### config.mk
export PLATFORM = sky130hd
export DESIGN_NAME = dma_chan
export DESIGN_NICKNAME = d
export VERILOG_FILES = /design/src/rtl/dma_chan_pkg.sv /design/src/rtl/dma_chan_regs.sv /design/src/rtl/dma_chan_agen.sv /design/src/rtl/dma_chan_ctrl.sv /design/src/rtl/dma_chan.sv
export SDC_FILE = /design/constraint.sdc
export NUM_CORES = 1
export LEC_CHECK = 0
export BUFFER_PORTS_ARGS = -buffer_cell sky130_fd_sc_hd__buf_2
export CAP_MARGIN = 20
export CORE_UTILIZATION = 55
export CTS_CLUSTER_SIZE = 14
export DETAILED_ROUTE_END_ITERATION = 12
export PLACE_DENSITY = 0.84
export SLEW_MARGIN = 20
export SYNTH_ARGS = -nofsm -noshare
export SYNTH_HDL_FRONTEND = slang
export SYNTH_HIERARCHICAL = 1
export SYNTH_SLANG_ARGS = --single-unit
### constraint.sdc
create_clock -name clk_i -period 4.48 [get_ports clk_i]
set_input_delay 0.448 -clock clk_i [delete_from_list [all_inputs] [get_ports clk_i]]
set_output_delay 0.448 -clock clk_i [all_outputs]
set_load 0.05 [all_outputs]
### src/rtl/dma_chan_pkg.sv
package dma_chan_pkg;
  typedef enum logic [1:0] {XF_NORMAL = 2'd0, XF_REPEAT = 2'd1, XF_BLOCK = 2'd2, XF_BAD = 2'd3} xfer_e;
  typedef enum logic [1:0] {AREA_DST = 2'd0, AREA_SRC = 2'd1, AREA_NONE = 2'd2, AREA_BAD = 2'd3} area_e;
  typedef enum logic [1:0] {AM_FIXED = 2'd0, AM_OFFSET = 2'd1, AM_INC = 2'd2, AM_DEC = 2'd3} amode_e;

  typedef struct packed {
    logic       irq_en;
    amode_e     dmode;
    amode_e     smode;
    logic [1:0] trig;
    logic [1:0] size;
    area_e      area;
    xfer_e      xtype;
  } mode_t;

  localparam logic [3:0] RA_SRC   = 4'd0;
  localparam logic [3:0] RA_DST   = 4'd1;
  localparam logic [3:0] RA_CNT   = 4'd2;
  localparam logic [3:0] RA_GRP   = 4'd3;
  localparam logic [3:0] RA_MODE  = 4'd4;
  localparam logic [3:0] RA_OFS   = 4'd5;
  localparam logic [3:0] RA_CTRL  = 4'd6;
  localparam logic [3:0] RA_START = 4'd7;
  localparam logic [3:0] RA_STAT  = 4'd8;
endpackage

### src/rtl/dma_chan_regs.sv
module dma_chan_regs
  import dma_chan_pkg::*;
#(
  parameter int AW = 32,
  parameter int DW = 32,
  parameter int CW = 26,
  parameter int GW = 16
) (
  input  logic          clk_i,
  input  logic          rst_ni,
  input  logic          we_i,
  input  logic [3:0]    addr_i,
  input  logic [DW-1:0] wdata_i,
  output logic [DW-1:0] rdata_o,
  input  logic [AW-1:0] src_cur_i,
  input  logic [AW-1:0] dst_cur_i,
  input  logic          busy_i,
  input  logic          take_i,
  input  logic          cnt_dec_i,
  input  logic          done_i,
  output mode_t         cfg_o,
  output logic [AW-1:0] src_start_o,
  output logic [AW-1:0] dst_start_o,
  output logic [AW-1:0] ofs_o,
  output logic [CW-1:0] cnt_o,
  output logic [GW-1:0] grp_o,
  output logic          en_o,
  output logic          sw_o,
  output logic          end_o,
  output logic          src_load_o,
  output logic          dst_load_o,
  output logic          grp_load_o
);
  localparam int MW = $bits(mode_t);

  logic keep_q;

  assign src_load_o = we_i && addr_i == RA_SRC;
  assign dst_load_o = we_i && addr_i == RA_DST;
  assign grp_load_o = we_i && (addr_i == RA_GRP || (addr_i == RA_CTRL && wdata_i[0]));

  always_ff @(posedge clk_i or negedge rst_ni) begin
    if (!rst_ni) begin
      cfg_o       <= '0;
      src_start_o <= '0;
      dst_start_o <= '0;
      ofs_o       <= '0;
      grp_o       <= '0;
    end else if (we_i) begin
      case (addr_i)
        RA_SRC:  src_start_o <= wdata_i[AW-1:0];
        RA_DST:  dst_start_o <= wdata_i[AW-1:0];
        RA_GRP:  grp_o       <= wdata_i[GW-1:0];
        RA_MODE: cfg_o       <= mode_t'(wdata_i[MW-1:0]);
        RA_OFS:  ofs_o       <= wdata_i[AW-1:0];
        default: ;
      endcase
    end
  end

  always_ff @(posedge clk_i or negedge rst_ni) begin
    if (!rst_ni) begin
      cnt_o  <= '0;
      en_o   <= 1'b0;
      sw_o   <= 1'b0;
      keep_q <= 1'b0;
      end_o  <= 1'b0;
    end else begin
      if (we_i && addr_i == RA_CNT) cnt_o <= wdata_i[CW-1:0];
      else if (cnt_dec_i)            cnt_o <= cnt_o - CW'(1);

      if (we_i && addr_i == RA_CTRL) en_o <= wdata_i[0];
      else if (done_i)                en_o <= 1'b0;

      if (we_i && addr_i == RA_START) begin
        sw_o   <= wdata_i[0];
        keep_q <= wdata_i[1];
      end else if (take_i && cfg_o.trig == 2'b00 && !keep_q) begin
        sw_o <= 1'b0;
      end

      if (done_i)                                  end_o <= 1'b1;
      else if (we_i && addr_i == RA_STAT && !wdata_i[1]) end_o <= 1'b0;
    end
  end

  always_comb begin
    rdata_o = '0;
    case (addr_i)
      RA_SRC:   rdata_o[AW-1:0] = src_cur_i;
      RA_DST:   rdata_o[AW-1:0] = dst_cur_i;
      RA_CNT:   rdata_o[CW-1:0] = cnt_o;
      RA_GRP:   rdata_o[GW-1:0] = grp_o;
      RA_MODE:  rdata_o[MW-1:0] = cfg_o;
      RA_OFS:   rdata_o[AW-1:0] = ofs_o;
      RA_CTRL:  rdata_o[0]      = en_o;
      RA_START: rdata_o[1:0]    = {keep_q, sw_o};
      RA_STAT:  rdata_o[1:0]    = {end_o, busy_i};
      default:  ;
    endcase
  end


  end_rise_chk: assert property (@(posedge clk_i) disable iff (!rst_ni)
    $rose(end_o) |-> $past(done_i));


  en_fall_chk: assert property (@(posedge clk_i) disable iff (!rst_ni)
    ($fell(en_o) && !$past(we_i && addr_i == RA_CTRL)) |-> $past(done_i));


  autoclr_chk: assert property (@(posedge clk_i) disable iff (!rst_ni)
    (take_i && cfg_o.trig == 2'b00 && !keep_q && !(we_i && addr_i == RA_START)) |=> !sw_o);
endmodule

### src/rtl/dma_chan_agen.sv
module dma_chan_agen
  import dma_chan_pkg::*;
#(
  parameter int AW = 32
) (
  input  logic          clk_i,
  input  logic          rst_ni,
  input  logic          load_i,
  input  logic [AW-1:0] load_val_i,
  input  logic [AW-1:0] start_i,
  input  logic          step_i,
  input  logic          reload_i,
  input  amode_e        mode_i,
  input  logic [1:0]    size_i,
  input  logic [AW-1:0] ofs_i,
  output logic [AW-1:0] cur_o
);
  logic [AW-1:0] bytes, nxt;

  assign bytes = AW'(1) << size_i;

  always_comb begin
    case (mode_i)
      AM_FIXED:  nxt = cur_o;
      AM_OFFSET: nxt = cur_o + ofs_i;
      AM_INC:    nxt = cur_o + bytes;
      default:   nxt = cur_o - bytes;
    endcase
  end

  always_ff @(posedge clk_i or negedge rst_ni) begin
    if (!rst_ni)     cur_o <= '0;
    else if (load_i) cur_o <= load_val_i;
    else if (step_i) cur_o <= reload_i ? start_i : nxt;
  end


  fixed_hold_chk: assert property (@(posedge clk_i) disable iff (!rst_ni)
    (step_i && !reload_i && !load_i && mode_i == AM_FIXED) |=> $stable(cur_o));


  reload_chk: assert property (@(posedge clk_i) disable iff (!rst_ni)
    (step_i && reload_i && !load_i) |=> cur_o == $past(start_i));
endmodule

### src/rtl/dma_chan_ctrl.sv
module dma_chan_ctrl
  import dma_chan_pkg::*;
#(
  parameter int CW = 26,
  parameter int GW = 16
) (
  input  logic          clk_i,
  input  logic          rst_ni,
  input  mode_t         cfg_i,
  input  logic          en_i,
  input  logic          sw_i,
  input  logic          hw_req_i,
  input  logic [CW-1:0] cnt_i,
  input  logic [GW-1:0] grp_i,
  input  logic          grp_load_i,
  output logic          take_o,
  output logic          rd_o,
  output logic          wr_o,
  output logic          src_rl_o,
  output logic          dst_rl_o,
  output logic          cnt_dec_o,
  output logic          done_o,
  output logic          busy_o
);
  typedef enum logic [1:0] {ST_IDLE, ST_RD, ST_WR} st_e;
  localparam logic [GW:0] GRP_MAX = {1'b1, {GW{1'b0}}};

  st_e         st_q;
  logic [GW:0] left_q, grp_full;
  logic        legal, req, grp_end, seg_end;

  assign legal    = cfg_i.xtype != XF_BAD && cfg_i.size != 2'b11 &&
                    cfg_i.area != AREA_BAD && !cfg_i.trig[1];
  assign req      = cfg_i.trig[0] ? hw_req_i : sw_i;
  assign take_o   = st_q == ST_IDLE && en_i && legal && req;
  assign rd_o     = st_q == ST_RD;
  assign wr_o     = st_q == ST_WR;
  assign busy_o   = st_q != ST_IDLE;
  assign grp_full = (grp_i == '0) ? GRP_MAX : {1'b0, grp_i};

  assign grp_end   = cfg_i.xtype != XF_NORMAL && left_q == (GW+1)'(1);
  assign cnt_dec_o = wr_o && (cfg_i.xtype != XF_BLOCK || grp_end);
  assign done_o    = cnt_dec_o && cnt_i == CW'(1);
  assign seg_end   = cfg_i.xtype != XF_BLOCK || grp_end;
  assign src_rl_o  = wr_o && grp_end && cfg_i.area == AREA_SRC;
  assign dst_rl_o  = wr_o && grp_end && cfg_i.area == AREA_DST;

  always_ff @(posedge clk_i or negedge rst_ni) begin
    if (!rst_ni) st_q <= ST_IDLE;
    else begin
      case (st_q)
        ST_IDLE: if (take_o) st_q <= ST_RD;
        ST_RD:   st_q <= ST_WR;
        default: st_q <= seg_end ? ST_IDLE : ST_RD;
      endcase
    end
  end

  // units left in the current repeat/block group
  always_ff @(posedge clk_i or negedge rst_ni) begin
    if (!rst_ni)         left_q <= GRP_MAX;
    else if (grp_load_i) left_q <= grp_full;
    else if (wr_o && cfg_i.xtype != XF_NORMAL)
      left_q <= grp_end ? grp_full : left_q - (GW+1)'(1);
  end


  rd_wr_chk: assert property (@(posedge clk_i) disable iff (!rst_ni)
    rd_o |=> wr_o);


  bad_cfg_chk: assert property (@(posedge clk_i) disable iff (!rst_ni)
    (st_q == ST_IDLE && !legal) |=> !rd_o);


  blk_cont_chk: assert property (@(posedge clk_i) disable iff (!rst_ni)
    (wr_o && cfg_i.xtype == XF_BLOCK && !grp_end) |=> rd_o);
endmodule

### src/rtl/dma_chan.sv
module dma_chan
  import dma_chan_pkg::*;
#(
  parameter int AW = 32,
  parameter int DW = 32,
  parameter int CW = 26,
  parameter int GW = 16
) (
  input  logic          clk_i,
  input  logic          rst_ni,
  input  logic          reg_we_i,
  input  logic [3:0]    reg_addr_i,
  input  logic [DW-1:0] reg_wdata_i,
  output logic [DW-1:0] reg_rdata_o,
  input  logic          hw_req_i,
  output logic          mem_req_o,
  output logic          mem_we_o,
  output logic [AW-1:0] mem_addr_o,
  output logic [1:0]    mem_size_o,
  output logic [DW-1:0] mem_wdata_o,
  input  logic [DW-1:0] mem_rdata_i,
  output logic          irq_o,
  output logic          active_o
);
  mode_t         cfg;
  logic [AW-1:0] src_start, dst_start, ofs;
  logic [CW-1:0] cnt;
  logic [GW-1:0] grp;
  logic          en, sw, end_flag, src_load, dst_load, grp_load;
  logic          take, rd, wr, src_rl, dst_rl, cnt_dec, done, busy;

  logic   [1:0][AW-1:0] cur, start;
  logic   [1:0]         ld, rl;
  amode_e               am [2];

  assign start = {dst_start, src_start};
  assign ld    = {dst_load, src_load};
  assign rl    = {dst_rl, src_rl};
  assign am[0] = cfg.smode;
  assign am[1] = cfg.dmode;

  dma_chan_regs #(.AW(AW), .DW(DW), .CW(CW), .GW(GW)) u_regs (
    .clk_i, .rst_ni,
    .we_i(reg_we_i), .addr_i(reg_addr_i), .wdata_i(reg_wdata_i), .rdata_o(reg_rdata_o),
    .src_cur_i(cur[0]), .dst_cur_i(cur[1]), .busy_i(busy),
    .take_i(take), .cnt_dec_i(cnt_dec), .done_i(done),
    .cfg_o(cfg), .src_start_o(src_start), .dst_start_o(dst_start), .ofs_o(ofs),
    .cnt_o(cnt), .grp_o(grp), .en_o(en), .sw_o(sw), .end_o(end_flag),
    .src_load_o(src_load), .dst_load_o(dst_load), .grp_load_o(grp_load)
  );

  dma_chan_ctrl #(.CW(CW), .GW(GW)) u_ctrl (
    .clk_i, .rst_ni,
    .cfg_i(cfg), .en_i(en), .sw_i(sw), .hw_req_i(hw_req_i),
    .cnt_i(cnt), .grp_i(grp), .grp_load_i(grp_load),
    .take_o(take), .rd_o(rd), .wr_o(wr), .src_rl_o(src_rl), .dst_rl_o(dst_rl),
    .cnt_dec_o(cnt_dec), .done_o(done), .busy_o(busy)
  );

  for (genvar g = 0; g < 2; g++) begin : g_side
    dma_chan_agen #(.AW(AW)) u_agen (
      .clk_i, .rst_ni,
      .load_i(ld[g]), .load_val_i(reg_wdata_i[AW-1:0]), .start_i(start[g]),
      .step_i(wr), .reload_i(rl[g]), .mode_i(am[g]), .size_i(cfg.size),
      .ofs_i(ofs), .cur_o(cur[g])
    );
  end

  assign mem_req_o   = rd | wr;
  assign mem_we_o    = wr;
  assign mem_addr_o  = rd ? cur[0] : cur[1];
  assign mem_size_o  = cfg.size;
  assign mem_wdata_o = mem_rdata_i;
  assign irq_o       = end_flag & cfg.irq_en;
  assign active_o    = busy;
endmodule

Yosys cells after proc, flatten, opt, wreduce, memory -nomap -nowiden
Cells that the tools add are included.
- register bits: 238
- logic and storage cells: 138
- equality and inequality tests: 24
- $add $sub $neg: 8
- reduce and logical (&&, ||, !) cells: 52
- bitwise logic cells: 2
- multiplexer cells: 31
- shifts and indexed selects: 1
- operators by type and width (cell ; number):
    two-way mux 32 bit ; 7
    case mux 32 bit (3 select lines) ; 2
    adder 32 bit ; 4
    two-way mux 17 bit ; 4
    case mux 11 bit (6 select lines) ; 1
    subtractor 32 bit ; 2
    two-way mux 26 bit ; 2
    case mux 10 bit (4 select lines) ; 1
    << shifter 1 x 2 -> 32 bit, first input constant ; 1
    == test 26 x 1 -> 1 bit, second input constant ; 1
    subtractor 26 x 1 -> 26 bit, second input constant ; 1
    logical AND 1 bit ; 24
    case mux 6 bit (3 select lines) ; 1
    nonzero test 2 bit ; 9
    == test 17 x 1 -> 1 bit, second input constant ; 1
    subtractor 17 x 1 -> 17 bit, second input constant ; 1
    == test 4 x 3 -> 1 bit, second input constant ; 4
    logical NOT 16 bit ; 1
    case mux 3 bit (5 select lines) ; 1
    AND reduction 2 bit ; 7
    logical NOT 2 bit ; 5
    inequality test 2 bit, second input constant ; 5
    case mux 1 bit (9 select lines) ; 1
    == test 2 x 1 -> 1 bit, second input constant ; 4
    15 further kinds ; 28

Longest topological paths before layout
- depth in word-level cells: 10
- depth in mapped cells: 17

Hierarchy
The synthesis kept the hierarchy.
- modules (own cells, without submodules) (module ; cells an instance ; times used ; area each (µm²)):
    dma_chan_regs ; 609 ; 1 ; 7264.5
    dma_chan_agen at g_side[1].u_agen ; 552 ; 1 ; 3814.9
    dma_chan_agen at g_side[0].u_agen ; 543 ; 1 ; 3788.6
    dma_chan_ctrl ; 172 ; 1 ; 1473.9
    dma_chan ; 70 ; 1 ; 793.3

Worst setup path after synthesis
Ideal clock, no wire load.
- path type: register to register
- start: reg u_ctrl.left_q[10]
- end: reg u_regs.cnt_o[25]
- arrival: 3922 ps
- period minus slack after synthesis: 4004 ps
- slack: 476 ps
- required time: 4398 ps
- stages on the path, launching flop included: 13
- buffers on the path: 4
- path through: dfrtp_1 > or4_1 > buf_2 > or4_1 > buf_2 > or2_2 > buf_6 > a21oi_1 > buf_6 > or4b_4 > or4b_1 > or4_1 > a31oi_1
- word-level cells in the longest chain between the ends: 5
- ends and longest elaborated chain (item ; RTL line ; text):
    start, declared ; dma_chan_ctrl.sv:29 ; logic [GW:0] left_q, grp_full;
    start signal, assigned ; dma_chan_ctrl.sv:62 ; else if (grp_load_i) left_q <= grp_full;
    start signal, assigned ; dma_chan_ctrl.sv:64 ; left_q <= grp_end ? grp_full : left_q - (GW+1)'(1);
    == test 17 x 1 -> 1 bit ; dma_chan_ctrl.sv:41 ; assign grp_end = cfg_i.xtype != XF_NORMAL && left_q == (GW+1)'(1);
    logical AND 1 bit ; dma_chan_ctrl.sv:41 ;
    logical OR 1 bit ; dma_chan_ctrl.sv:42 ; assign cnt_dec_o = wr_o && (cfg_i.xtype != XF_BLOCK || grp_end);
    logical AND 1 bit ; dma_chan_ctrl.sv:42 ;
    named net cnt_dec ; dma_chan.sv:30 ; logic take, rd, wr, src_rl, dst_rl, cnt_dec, done, busy;
    nonzero test 2 bit (no source line) ; - ;
    end signal, assigned ; dma_chan_regs.sv:69 ; if (we_i && addr_i == RA_CNT) cnt_o <= wdata_i[CW-1:0];
    end signal, assigned ; dma_chan_regs.sv:70 ; else if (cnt_dec_i) cnt_o <= cnt_o - CW'(1);
    end, declared ; dma_chan_regs.sv:25 ; output logic [CW-1:0] cnt_o,
The timed path passes the listed nets, and every way through them passes these cells.
A chain may end at the register's enable or synchronous reset.

Worst setup path in the final report
- start: reg u_ctrl.left_q[8]
- end: reg u_regs.cnt_o[25]
Same word-level chain as after synthesis.

==> summary.md <==
| Metric | Value |
|---|---|
| Post-route cell area | `~0.019 mm²` |
| CP max FO | `7` |
| Setup crit end kind | `flip-flop` |
| Number of setup buffers added after CTS | `0` |
| Largest stage delay, worst path | `640 ps` |
| Most frequent cell on the critical path | `or4_1` |
| Synth Flop Type | `dfrtp_1` |
| Clock Latency Late Sink | `~560 ps` |
| RePlAce Congestion | `between 0.9 and 1` |
| CTS Buffer Depth | `3` |
| Post-synth top area share | `about a third` |
| Grt ovf | `0` |
| RSZ-0062 raised after global routing | `false` |
| CTS root buf | `clkbuf_16` |
| PwrDens | `around 800 mW/mm²` |
| Largest family of logic cells by synthesized area | `compound AO/OA/AOI/OAI gates` |
| Sink Count | `238` |
| TritonCTS buffer count | `28` |
| Post-synthesis xor/xnor area fraction | `roughly 3.2%` |
| Area Growth Syn to Fin | `9.72%` |
| Failing checks | `negative hold slack` |
| Mux cell area share after synthesis | `11.7%` |
| Crit path max-delay family | `simple AND/OR/NAND/NOR gates` |
| Post-layout net count | `about 2.1k` |
| Num rows | `64` |
| Outcome | `finished, violations left` |
| Routed len/inst | `around 23 µm` |
| Leading cell types in the layout, fill and taps excluded | `310 x nand2_1, 237 x dfrtp_1, 154 x a21oi_1, 147 x o21ai_0, 127 x mux2_2` |
| Initial antenna violation count | `0` |
| Seq cells post-synth | `238` |
| Number of enable flip-flop cells after synthesis | `0` |
| Initial Util | `between 50% and 60%` |
| WP buf/inv | `0` |
| Peak VDD IR | `approximately 0.00035 V` |
| Hold buffer count at CTS | `0` |
| Final period util | `95.1%` |
| HPWL Detailed | `approximately 40 mm` |
| DRC viols | `0` |
| Kind of critical path | `reg -> reg` |
| Cells after synthesis | `just under 2k` |
| Final Hold Fails | `20` |
| DIE HEIGHT | `~180 µm` |
| Sequential-to-total area share from yosys stat | `a little over a third` |
| Hold WC Path Type | `in -> async` |
| Pleak | `slightly above 8 nW` |
| Final hold slack | `-49.8 ps` |
| Io pins | `174` |
| Iteration-0 DRC count of the detailed router | `between 2k and 2.5k` |
| Initial DRT Pass Iterations | `8` |
| Post-Syn Area per Cell | `about 8.8 µm²` |
| Die width | `~180 µm` |
| Critical path, cell by cell | `or4_1 > or4_1 > or2_2 > a21oi_1 > or4b_4 > or4b_1 > or4_1 > a31oi_1` |
| Ant diodes | `0` |
| Post-synth ARST share | `between 90% and 100%` |
| Clk slew on worst S/H paths | `around 60 ps` |
| Final setup viols | `0` |
| Worst EP required | `between 4000 and 5000 ps` |
| Period minus WS final | `between 4000 and 5000 ps` |
| Worst-margin pin slew | `around 1000 ps` |
| Worst path slowest cell | `or4_1` |
| Setup TNS Final | `0 ps` |
| MaxCap Viol Count | `0` |
| Detailed-route wire length | `55.4 mm` |
| Cell Area, Synth | `approximately 0.017 mm²` |
| Clock Skew | `approximately 31 ps` |
| Startpoint type of the worst setup path | `flip-flop` |
| Port Buffers | `between 100 and 150` |
| Core Area | `approximately 0.03 mm²` |
| Yosys top cell by area | `dfrtp_1` |
| Simple-gate share of the synthesized area | `a little under a fifth` |
| Worst Path Arrival | `between 4000 and 5000 ps` |
| TritonCTS clock tree | `built` |
| Most common cell after layout, fill and taps aside | `nand2_1` |
| Pins Over Slew Limit | `0` |
| Post-cts resize count | `0` |
| Detailed-route via count | `about 16k` |
| Placed Area | `about 0.018 mm²` |
| Synth top area cells | `dfrtp_1 35%, mux2_2 8.3%, nand2_1 6.8%` |
| GRT Overall Usage | `a little over a third` |
| Vias in the first global route | `15.2k` |
| Share of post-route cells with drive strength above 1 | `about a fifth` |
| Adder-Cell Fraction of Synth Area | `under 10%` |
| Unique masters post-synth | `between 90 and 100` |
| Max H-tree Level | `1` |
| Vias/cell | `6.72` |
| Largest net degree at the start of global routing | `about 130` |
| Fillers | `about 2.5k` |
| Yosys warning total | `6` |
| Synth Area in Compound Gates | `roughly a fifth` |
| DIE AREA | `between 0.03 and 0.04 mm²` |
| Maximum clock rate | `about 230 MHz` |
| Post-route ant nets | `0` |
| Post-Syn Nets | `about 2.1k` |
| First-pass GRT wire length | `around 86 mm` |
| Rel. slew slack | `around a third` |
==> cell usage after synthesis, drive strengths merged, types with 6 or more instances <==
library cell,count
o21bai,9
o21a,13
mux2i,14
a31oi,23
ha,71
nor3,25
inv,48
nand4,21
xnor2,38
nand2b,17
nor3b,6
a22oi,42
mux2,156
or3,23
o41ai,6
o21ai,153
and2,8
nor2b,11
clkbuf,87
nor2,88
and3,8
o211ai,18
a21o,28
a211oi,6
o31ai,12
a21oi,156
nor4,16
or4,18
nand2,310
xor2,25
a222oi,20
a21boi,8
buf,56
dfrtp,237
nor4b,6
nand3,79
or2,11
==> worst register-to-register path: stages (launching register included) <==
cell and delay, ps:
dfrtp_1 440, or4_1 610, or4_1 640, or2_2 450, a21oi_1 320, or4b_4 540
or4b_1 550, or4_1 420, a31oi_1 210
==> cells by family after synthesis <==
kind of cell,Yosys count
multiplexers,170
AO/OA/AOI/OAI,545
buffers and inverters,192
adder cells (fa/ha/maj),73
flip-flops,238
XOR/XNOR,63
AND/OR/NAND/NOR,665
==> power breakdown <==
group,total [mW],switching (mW),internal (mW),leakage [nW]
combinational,8.51,5.23,3.27,4.81
clock,2.53,0.945,1.58,0.488
sequential,3.80,0.979,2.82,2.87
total,14.8,7.16,7.68,8.16
==> per-stage QoR <==
step	utilization, %	total power, mW	hold slack (ps)	instances	worst slack (ps)
3_3_place_gp	58.1	11.8	478	2348	351
6_report	61.5	14.8	-49.8	2397	218
3_5_place_dp	58.1	12.0	486	2348	291
2_1_floorplan	-	9.94	152	1946	476
4_1_cts	61.4	14.6	29.0	2397	271
5_1_grt	61.5	15.7	60.9	2397	75.6
==> path summary, 6_finish.rpt <==
path | from | to | slack (ps) | cells past startpoint
max | u_ctrl/left_q[8] | u_regs/cnt_o[25] | 220 | 8
min | rst_ni | g_side[1].u_agen/cur_o[24] | -50 | 1
max reg2reg | u_ctrl/left_q[8] | u_regs/cnt_o[25] | 220 | 8
min reg2reg | u_regs/src_start_o[14] | u_regs/src_start_o[14] | 500 | 1
max in group asynchronous | rst_ni | u_ctrl/left_q[16] | 3330 | 2
min in group clk_i | reg_wdata_i[28] | g_side[0].u_agen/cur_o[28] | 200 | 3
==> state kept, by name (all words and copies together) (netlist names), 2 cells and up <==
register,count
u_ctrl/left_q,17
g_side.u_agen/cur_o,64
u_regs/cnt_o,26
u_regs/dst_start_o,32
u_regs/grp_o,16
u_regs/cfg_o,13
u_ctrl/st_q,2
u_regs/ofs_o,32
u_regs/src_start_o,32
==> per-layer routing <==
| metal | wire [µm] | track usage (%) | vias to the layer above |
|---|---|---|---|
| li1 | - | - | 7150 |
| met1 | 22200 | 48.5 | 7791 |
| met2 | 24300 | 52.7 | 991 |
| met3 | 6600 | 7.10 | 167 |
| met4 | 2300 | 13.4 | 0 |
| met5 | 0 | 0 | - |
==> final cells by class <==
| class | instances | area (µm²) | area share [%] |
|---|---|---|---|
| multi-input cells | 1516 | 10300 | 54.7 |
| flip-flops and latches | 238 | 5960 | 31.7 |
| repair buffers | 149 | 868 | 4.62 |
| clock buffers | 37 | 796 | 4.23 |
| well taps | 396 | 495 | 2.64 |
| clock inverters | 12 | 221 | 1.18 |
| inverters | 49 | 184 | 0.978 |
Note: power is estimated with default switching activity, not from simulation.
